## config.mk

```make
export PLATFORM = sky130hd
export DESIGN_NAME = fsg_sync_gen
export DESIGN_NICKNAME = d
export VERILOG_FILES = /design/src/rtl/fsg_pkg.sv /design/src/rtl/fsg_frame_ctr.sv /design/src/rtl/fsg_shaper.sv /design/src/rtl/fsg_sync_gen.sv
export SDC_FILE = /design/constraint.sdc
export NUM_CORES = 1
export LEC_CHECK = 0
export BUFFER_PORTS_ARGS = -buffer_cell sky130_fd_sc_hd__buf_2
export CORE_MARGIN = 2
export CORE_UTILIZATION = 30
export CTS_CLUSTER_DIAMETER = 80
export DETAILED_ROUTE_END_ITERATION = 16
export GPL_TIMING_DRIVEN = 0
export PLACE_DENSITY_LB_ADDON = 0.25
export SLEW_MARGIN = 0
export SYNTH_ARGS = -nofsm -noshare
export SYNTH_HDL_FRONTEND = slang
export SYNTH_SLANG_ARGS = --single-unit
```

## constraint.sdc

```tcl
create_clock -name clk_i -period 8.6 [get_ports clk_i]
set_input_delay 0.86 -clock clk_i [delete_from_list [all_inputs] [get_ports clk_i]]
set_output_delay 0.86 -clock clk_i [all_outputs]
set_load 0.02 [all_outputs]
```

## src/rtl/fsg_pkg.sv

```systemverilog
package fsg_pkg;
   typedef struct packed {
      logic en;
      logic pulse;
      logic inv;
   } fsg_ctl_t;

   localparam int unsigned FSG_LANES = 2;
endpackage

```

## src/rtl/fsg_frame_ctr.sv

```systemverilog
module fsg_frame_ctr #(
   parameter int unsigned CNT_W  = 16,
   parameter int unsigned FRAMES = 4,
   localparam int unsigned FR_W  = (FRAMES > 1) ? $clog2(FRAMES) : 1
) (
   input  logic             clk_i,
   input  logic             rst_i,
   input  logic [CNT_W-1:0] div_i,
   output logic [CNT_W-1:0] cnt_o,
   output logic [CNT_W-1:0] div_o,
   output logic [FR_W-1:0]  fidx_o,
   output logic             wrap_o
);
   logic [CNT_W-1:0] cnt_q, div_q;
   logic [FR_W-1:0]  fidx_q;
   logic             wrap;

   assign wrap = (cnt_q == div_q - 1'b1);

   always_ff @(posedge clk_i) begin
      if (rst_i) begin
         cnt_q  <= '0;
         fidx_q <= '0;
         div_q  <= div_i;
      end else if (wrap) begin
         cnt_q  <= '0;
         div_q  <= div_i;
         fidx_q <= (fidx_q == FR_W'(FRAMES - 1)) ? '0 : fidx_q + 1'b1;
      end else begin
         cnt_q  <= cnt_q + 1'b1;
      end
   end

   assign cnt_o  = cnt_q;
   assign div_o  = div_q;
   assign fidx_o = fidx_q;
   assign wrap_o = wrap;

   p_wrap_to_zero_r8: assert property (@(posedge clk_i) disable iff (rst_i)
      wrap |=> (cnt_q == '0));
   p_div_held_r8: assert property (@(posedge clk_i) disable iff (rst_i)
      !wrap |=> $stable(div_q));
   p_fidx_held_r2: assert property (@(posedge clk_i) disable iff (rst_i)
      !wrap |=> $stable(fidx_q));
   p_cnt_in_range_r1: assert property (@(posedge clk_i) disable iff (rst_i)
      (div_q > 1) |-> (cnt_q < div_q));
endmodule

```

## src/rtl/fsg_shaper.sv

```systemverilog
module fsg_shaper
   import fsg_pkg::*;
(
   input  logic     clk_i,
   input  logic     rst_i,
   input  fsg_ctl_t ctl_i,
   input  logic     level_i,
   input  logic     mark_i,
   output logic     out_o
);
   logic base, out_q;

   always_comb begin
      base = ctl_i.pulse ? ~mark_i : level_i;
   end

   always_ff @(posedge clk_i) begin
      if (rst_i) out_q <= 1'b0;
      else       out_q <= ctl_i.en & (base ^ ctl_i.inv);
   end

   assign out_o = out_q;

   p_disabled_low_r6: assert property (@(posedge clk_i) disable iff (rst_i)
      !ctl_i.en |=> !out_q);
   p_pulse_low_r3: assert property (@(posedge clk_i) disable iff (rst_i)
      (ctl_i.en && ctl_i.pulse && !ctl_i.inv && mark_i) |=> !out_q);
   p_pulse_high_inv_r5: assert property (@(posedge clk_i) disable iff (rst_i)
      (ctl_i.en && ctl_i.pulse && ctl_i.inv && mark_i) |=> out_q);
   p_reset_low_r9: assert property (@(posedge clk_i)
      rst_i |=> !out_q);
endmodule

```

## src/rtl/fsg_sync_gen.sv

```systemverilog
module fsg_sync_gen
   import fsg_pkg::*;
#(
   parameter int unsigned CNT_W  = 16,
   parameter int unsigned FRAMES = 4,
   localparam int unsigned FR_W  = (FRAMES > 1) ? $clog2(FRAMES) : 1
) (
   input  logic             clk_i,
   input  logic             rst_i,
   input  logic [CNT_W-1:0] div_i,
   input  logic             fs_en_i,
   input  logic             fs_pulse_i,
   input  logic             fs_inv_i,
   input  logic             mfs_en_i,
   input  logic             mfs_pulse_i,
   input  logic             mfs_inv_i,
   output logic             fs_o,
   output logic             mfs_o
);
   generate
      if (CNT_W < 8) begin : g_bad_width
         $error("CNT_W must hold a divide ratio of at least 193");
      end
      if (FRAMES < 2 || (FRAMES % 2) != 0) begin : g_bad_frames
         $error("FRAMES must be even and at least 2");
      end
   endgenerate

   logic [CNT_W-1:0] cnt, div_q, half;
   logic [FR_W-1:0]  fidx;
   logic             wrap;

   fsg_frame_ctr #(.CNT_W(CNT_W), .FRAMES(FRAMES)) u_ctr (
      .clk_i  (clk_i),
      .rst_i  (rst_i),
      .div_i  (div_i),
      .cnt_o  (cnt),
      .div_o  (div_q),
      .fidx_o (fidx),
      .wrap_o (wrap)
   );

   assign half = div_q >> 1;

   fsg_ctl_t                ctl  [FSG_LANES];
   logic [FSG_LANES-1:0]    lvl, mark, outs;

   assign ctl[0] = '{en: fs_en_i,  pulse: fs_pulse_i,  inv: fs_inv_i};
   assign ctl[1] = '{en: mfs_en_i, pulse: mfs_pulse_i, inv: mfs_inv_i};

   generate
      for (genvar g = 0; g < FSG_LANES; g++) begin : g_lane
         if (g == 0) begin : g_frame
            assign lvl[g]  = (cnt < half);
            assign mark[g] = (cnt == '0);
         end else begin : g_multi
            assign lvl[g]  = (fidx < FR_W'(FRAMES / 2));
            assign mark[g] = (cnt == '0) && (fidx == '0);
         end
         fsg_shaper u_shape (
            .clk_i   (clk_i),
            .rst_i   (rst_i),
            .ctl_i   (ctl[g]),
            .level_i (lvl[g]),
            .mark_i  (mark[g]),
            .out_o   (outs[g])
         );
      end
   endgenerate

   assign fs_o  = outs[0];
   assign mfs_o = outs[1];

   p_mf_mark_on_frame_r4: assert property (@(posedge clk_i) disable iff (rst_i)
      mark[1] |-> mark[0]);
   p_mf_rise_on_frame_r2: assert property (@(posedge clk_i) disable iff (rst_i)
      (mfs_en_i && !mfs_pulse_i && !mfs_inv_i && $past(mfs_en_i && !mfs_pulse_i && !mfs_inv_i)
       && $rose(mfs_o)) |-> (cnt == 1 || div_q == 1));
endmodule

```

Word level (Yosys, flattened, before mapping)
Index checks and enable logic that the tools add are counted.

storage, ports and cells
  register bits = 36
  bits of input ports = 24
  output and inout bits = 2
  word-level logic and storage cells = 28

cells by class
  add/sub/neg operators = 3
  $lt $le $gt $ge = 2
  eq/ne operators = 2
  muxes and demuxes = 5
  bitwise logic cells = 6
  reductions and logical operators = 5

operators by type and width
  kind                   count
  $mux 16                2
  $add 16x1->16 const B  1
  $eq 16x16->1           1
  $logic_not 16->1       1
  $lt 16x15->1           1
  $sub 16x1->16 const B  1
  $add 2x1->2 const B    1
  $and 1x1->1            2
  $eq 2x2->1 const B     1
  $logic_not 2->1        1
  $lt 2x2->1 const B     1
  $mux 1                 2
  $mux 2                 1
  $not 1->1              2
  $reduce_bool 2->1      1
  $reduce_or 2->1        1
  $xor 1x1->1            2
  $logic_and 1x1->1      1

Longest topological paths before layout
  word-level depth = 6
  mapped depth = 12
  mapped depth without buffers = 9

Modules after synthesis
Synthesis repeated with hierarchy kept, for this count alone.

unflattened totals
  cells, all modules = 252
  area, all modules = 2,357.3 sq um

modules (own cells, without submodules)
  module         times used  cells an instance  area an instance (sq um)  sequential area each (sq um)
  fsg_frame_ctr  1           182                1,839.3                   840.8
  fsg_sync_gen   1           56                 407.9                     0.0
  fsg_shaper     2           7                  55.1                      20.0

Worst setup path after synthesis
OpenSTA, ideal clock, no wires.

  kind = register to register
  from = register u_ctr.div_q[0] (netlist: u_ctr.div_o[0])
  to = register u_ctr.div_q[0] (netlist: u_ctr.div_o[0]) (enable)
  setup time = 0.322 ns
  data arrival time = 2.915 ns
  required time = 8.278 ns
  setup slack = 5.364 ns
  cell stages (with the launch flop) = 12
  path buffers = 3
  period minus slack after synthesis = 3.236 ns
  cells stage by stage = edfxtp_1 inv_1 ha_1 or4b_1 buf_2 or4_1 a211o_1 a32oi_2 o2111ai_2 nand2b_1 buf_4 buf_4

on the way
  longest elaborated chain between the ends = 3

RTL lines
  item                         RTL line             text
  from (decl)                  fsg_frame_ctr.sv:14  logic [CNT_W-1:0] cnt_q, div_q;
  from (signal assigned)       fsg_frame_ctr.sv:24  div_q <= div_i;
  from (signal assigned)       fsg_frame_ctr.sv:27  div_q <= div_i;
  $sub 16x1->16                fsg_frame_ctr.sv:18  assign wrap = (cnt_q == div_q - 1'b1);
  $eq 16x16->1                 fsg_frame_ctr.sv:18
  $reduce_bool 2->1 (no line)  --

Every way passes these cells.
A chain may end at the register's enable or synchronous reset.

Final worst setup path
  from = register u_ctr.div_q[0] (netlist: u_ctr.div_o[0])
  to = register u_ctr.div_q[3] (netlist: u_ctr.div_o[3]) (enable)

The elaborated chain is that of the path after synthesis.

==> out/qor.csv <==
stage,metric,value,unit
synthesis,Synth Flop Type,sky130_fd_sc_hd__dfxtp_1,
synthesis,synthesized instance count,255,
critical_path,critical path capture point type,flip-flop,
critical_path,classification of the worst setup path,reg -> reg,
global_route,antenna violations before repair,0,
routing,Total Routed Length,5000,um
sta,achievable frequency,0.274,GHz
clock_network,clock buffer depth,2,
sta,count of final hold-check violations,0,
power,power density cells,142,nW/um^2
clock_network,TritonCTS clock tree,yes,
clock_network,htree depth,2,
synthesis,synthesized cell area,2360,um^2
clock_network,number of buffers added by the clock tree synthesis step,5,
floorplanning,count of standard-cell rows,32,
synthesis,Synth async-reset ratio,0,%
critical_path,end of the worst register-to-register path,u_ctr.div_o[3],
synthesis,cell types with the largest area share after synthesis,"sky130_fd_sc_hd__edfxtp_1 (20%), sky130_fd_sc_hd__dfxtp_1 (17%), sky130_fd_sc_hd__ha_1 (10%), sky130_fd_sc_hd__xor2_1 (6.7%), sky130_fd_sc_hd__xnor2_1 (5.6%)",
global_route,total global routing track utilization,12.8,%
critical_path,Crit path required time,8.57,ns
routing,post-detailed-route via-to-cell ratio,4.78,
routing,router iterations before antenna repair,4,
sta,transition time at the pin with the least slew margin,0.465,ns
floorplanning,die boundary height,92.6,um
critical_path,arrival time of the worst setup path,3.62,ns
clock_network,number of resized instances in the post-cts repair step,0,
synthesis,mean area per synthesized cell,9.24,um^2
placement,dpl cell area,2610,um^2
floorplanning,total die area,8580,um^2
routing,number of vias after detailed routing,1863,
placement,port buffer count,25,
routing,detailed-route wire length per cell,12.8,um
finish,post-synthesis to final-layout area growth,15.5,%
power,Peak supply drop,0.0000644,V
placement,placer congestion estimate,0.870,
synthesis,area share of the leading cell type in the synthesized netlist,20.4,%
finish,diode insertion count for antenna repair,0,
finish,area of all placed cells without fillers,2720,um^2
run,max-cap violations,0,
synthesis,top cell type by total area after synthesis,sky130_fd_sc_hd__edfxtp_1,
critical_path,Reg2Reg Depth,11,
sta,final sum of negative setup slack,0,ns
floorplanning,area of the core,7690,um^2
floorplanning,Die X-Extent,92.6,um
critical_path,start of the worst register-to-register path,u_ctr.div_o[0],
critical_path,setup slack of the most critical reg-to-reg path,4.95,ns
floorplanning,Initial Util,30.6,%
clock_network,cts hold-fix bufs,0,
critical_path,Crit Path Max Fanout,25,
floorplanning,boundary pin count,26,
sta,setup repair after global routing missed its margin,false,
sta,headroom to the max-slew limit,69.0,%
critical_path,type of origin of the critical path,flip-flop,
synthesis,sequential fraction of the synthesis area,37.4,%
synthesis,unique cell type count in the Yosys netlist,48,
global_route,grt ovf,0,
global_route,maximum number of pins on one net before global-route repair,26,
clock_network,clock latency on the worst-skew pair,0.29,ns
global_route,number of global-route vias before repair,1809,
outcome,result of the run,"finished, final reports clean",
clock_network,CTS Root Cell,sky130_fd_sc_hd__clkbuf_8,
sta,number of slew-limit violations in the final report,0,
synthesis,syn_nets,298,
routing,antenna-violating nets left,0,
critical_path,launching element of the worst setup path,u_ctr.div_o[0],
finish,count of nets after finishing,330,
clock_network,post-CTS setup buffer count,0,
clock_network,number of clock sinks,36,
placement,half-perimeter wire length of the detailed placement result,3880,um
synthesis,number of storage elements in the synthesis netlist,36,
power,cell leakage power,1.14,nW
sta,final critical path time including I/O delays and setup,3.65,ns
critical_path,Critical Path Sink,u_ctr.div_o[3],
finish,fraction of final layout cells with drive strength greater than 1,14.9,%
synthesis,number of flops mapped to enable cells by yosys,16,
sta,Setup Viol. Count Final,0,
global_route,global-route wire length before repair,8630,um
synthesis,warning count from the yosys run,0,
clock_network,CTS clock-pin slew for the worst setup and hold paths,0.08,ns
sta,worst hold-check slack,0.505,ns
routing,DRC viols,0,
routing,Detailed Route Iter0 Violations,105,
sta,post-route fraction of the period consumed by the critical path,42.5,%
worst_hold_path,Hold WC Path Type,reg -> reg,
sta,Layout Skew,0.00608,ns
## flip-flops by register name, summed over array words and instances, names as in the netlist
| register | cells |
|---|---|
| u_ctr.cnt_o | 16 |
| g_lane.u_shape.out_o | 2 |
| u_ctr.div_o | 16 |
| u_ctr.fidx_o | 2 |
## synthesized netlist by cell type (all sizes together), types with 2 or more instances
cell type  number
xor2           18
inv            23
and3            4
a21o            5
nand4           6
a32oi           2
dfxtp          20
nor3            7
nand3b          3
clkbuf          5
or4             4
nand2b          2
buf             4
o31ai           2
nor4            8
a211o           3
a21oi           8
o21ai           6
mux2i           4
nor2           26
nand2          11
xnor2          15
edfxtp         16
ha             19
o2111ai         2
nand3          11
or3             5
## logic make-up (layout without fill, tap and decap cells)
family,after synthesis,after routing,synth area share [%]
and+or+nand+nor,96,96,21.8
DFF,36,36,37.4
AOI/OAI and AO/OA,35,35,11.2
xor gates and xnor gates,33,33,12.3
buffers and inverters,32,65,5.63
adders and majority gates,19,19,10.1
muxes,4,4,1.70
## worst max-delay path, cell delays in order, from the launching register on
cell and delay [ns]:
sky130_fd_sc_hd__edfxtp_1 0.47, sky130_fd_sc_hd__inv_1 0.09, sky130_fd_sc_hd__ha_1 0.31, sky130_fd_sc_hd__or4b_1 0.45
sky130_fd_sc_hd__buf_2 0.18, sky130_fd_sc_hd__or4_1 0.50, sky130_fd_sc_hd__a211o_1 0.28, sky130_fd_sc_hd__a32oi_2 0.20
sky130_fd_sc_hd__o2111ai_2 0.23, sky130_fd_sc_hd__nand2b_1 0.14, sky130_fd_sc_hd__buf_4 0.16, sky130_fd_sc_hd__buf_4 0.30
## metal layers
| layer | vias to the layer above | track usage (%) | wire length [um] |
|---|---|---|---|
| met4 | 0 | 5.51 | 130 |
| met3 | 10 | 2.52 | 143 |
| met2 | 35 | 20.9 | 2340 |
| met5 | - | 0 | 0 |
| met1 | 846 | 16.4 | 2390 |
| li1 | 972 | - | - |
## placed cells by master, fill, tap and decap left out, types with 2 or more instances in the layout
cell type	n
sky130_fd_sc_hd__buf_2	26
sky130_fd_sc_hd__and3_1	4
sky130_fd_sc_hd__nand3b_1	3
sky130_fd_sc_hd__or3_1	4
sky130_fd_sc_hd__mux2i_1	4
sky130_fd_sc_hd__dfxtp_1	20
sky130_fd_sc_hd__xnor2_1	15
sky130_fd_sc_hd__nand3_1	11
sky130_fd_sc_hd__o21ai_0	6
sky130_fd_sc_hd__nand4_1	6
sky130_fd_sc_hd__nand2_1	11
sky130_fd_sc_hd__buf_4	3
sky130_fd_sc_hd__clkbuf_8	5
sky130_fd_sc_hd__ha_1	19
sky130_fd_sc_hd__clkbuf_1	5
sky130_fd_sc_hd__inv_1	23
sky130_fd_sc_hd__a21oi_1	7
sky130_fd_sc_hd__o31ai_1	2
sky130_fd_sc_hd__nor2_1	26
sky130_fd_sc_hd__xor2_1	18
sky130_fd_sc_hd__nand2b_1	2
sky130_fd_sc_hd__a21o_1	5
sky130_fd_sc_hd__edfxtp_1	16
sky130_fd_sc_hd__or4_1	4
sky130_fd_sc_hd__a211o_1	3
sky130_fd_sc_hd__nor3_1	7
sky130_fd_sc_hd__nor4_1	8
## power breakdown
group,internal [mW],leakage [nW],switching [mW]
clock,0.0892,0.0586,0.0615
sequential,0.185,0.319,0.00784
combinational,0.0195,0.760,0.0228
total,0.294,1.14,0.0922
## how the worst min path moves through the flow
| stage | to | cells past startpoint | startpoint |
|---|---|---|---|
| after floorplan | u_ctr.fidx_o[0] | 2 | u_ctr.fidx_o[0] |
| after global placement | u_ctr.fidx_o[0] | 2 | u_ctr.fidx_o[0] |
| after detailed placement | u_ctr.fidx_o[0] | 2 | u_ctr.fidx_o[0] |
| after CTS | u_ctr.fidx_o[0] | 2 | u_ctr.fidx_o[0] |
| after global routing | u_ctr.fidx_o[0] | 2 | u_ctr.fidx_o[0] |
| final | u_ctr.fidx_o[0] | 2 | u_ctr.fidx_o[0] |
## final cells by class
| class | count | area (um^2) |
|---|---|---|
| clock buffers | 6 | 76.3 |
| fillers | 801 | 4970 |
| well taps | 102 | 128 |
| multi-input cells | 187 | 1340 |
| clock inverters | 2 | 35.0 |
| flip-flops and latches | 36 | 881 |
| repair buffers | 25 | 125 |
| plain buffers | 9 | 46.3 |
| inverters | 23 | 86.3 |
## per-stage QoR
stage               util [%]  power, mW  std cells  setup WS, ns
finish                  35.4      0.386        390          4.95
global route            35.4      0.405        390          4.65
CTS                     35.4      0.393        390          4.91
detailed placement      33.9      0.240        382          4.92
global placement        33.9      0.239        382          4.93
floorplan                  -      0.224        255          5.36
No activity file was read; power rests on OpenSTA's default activity.
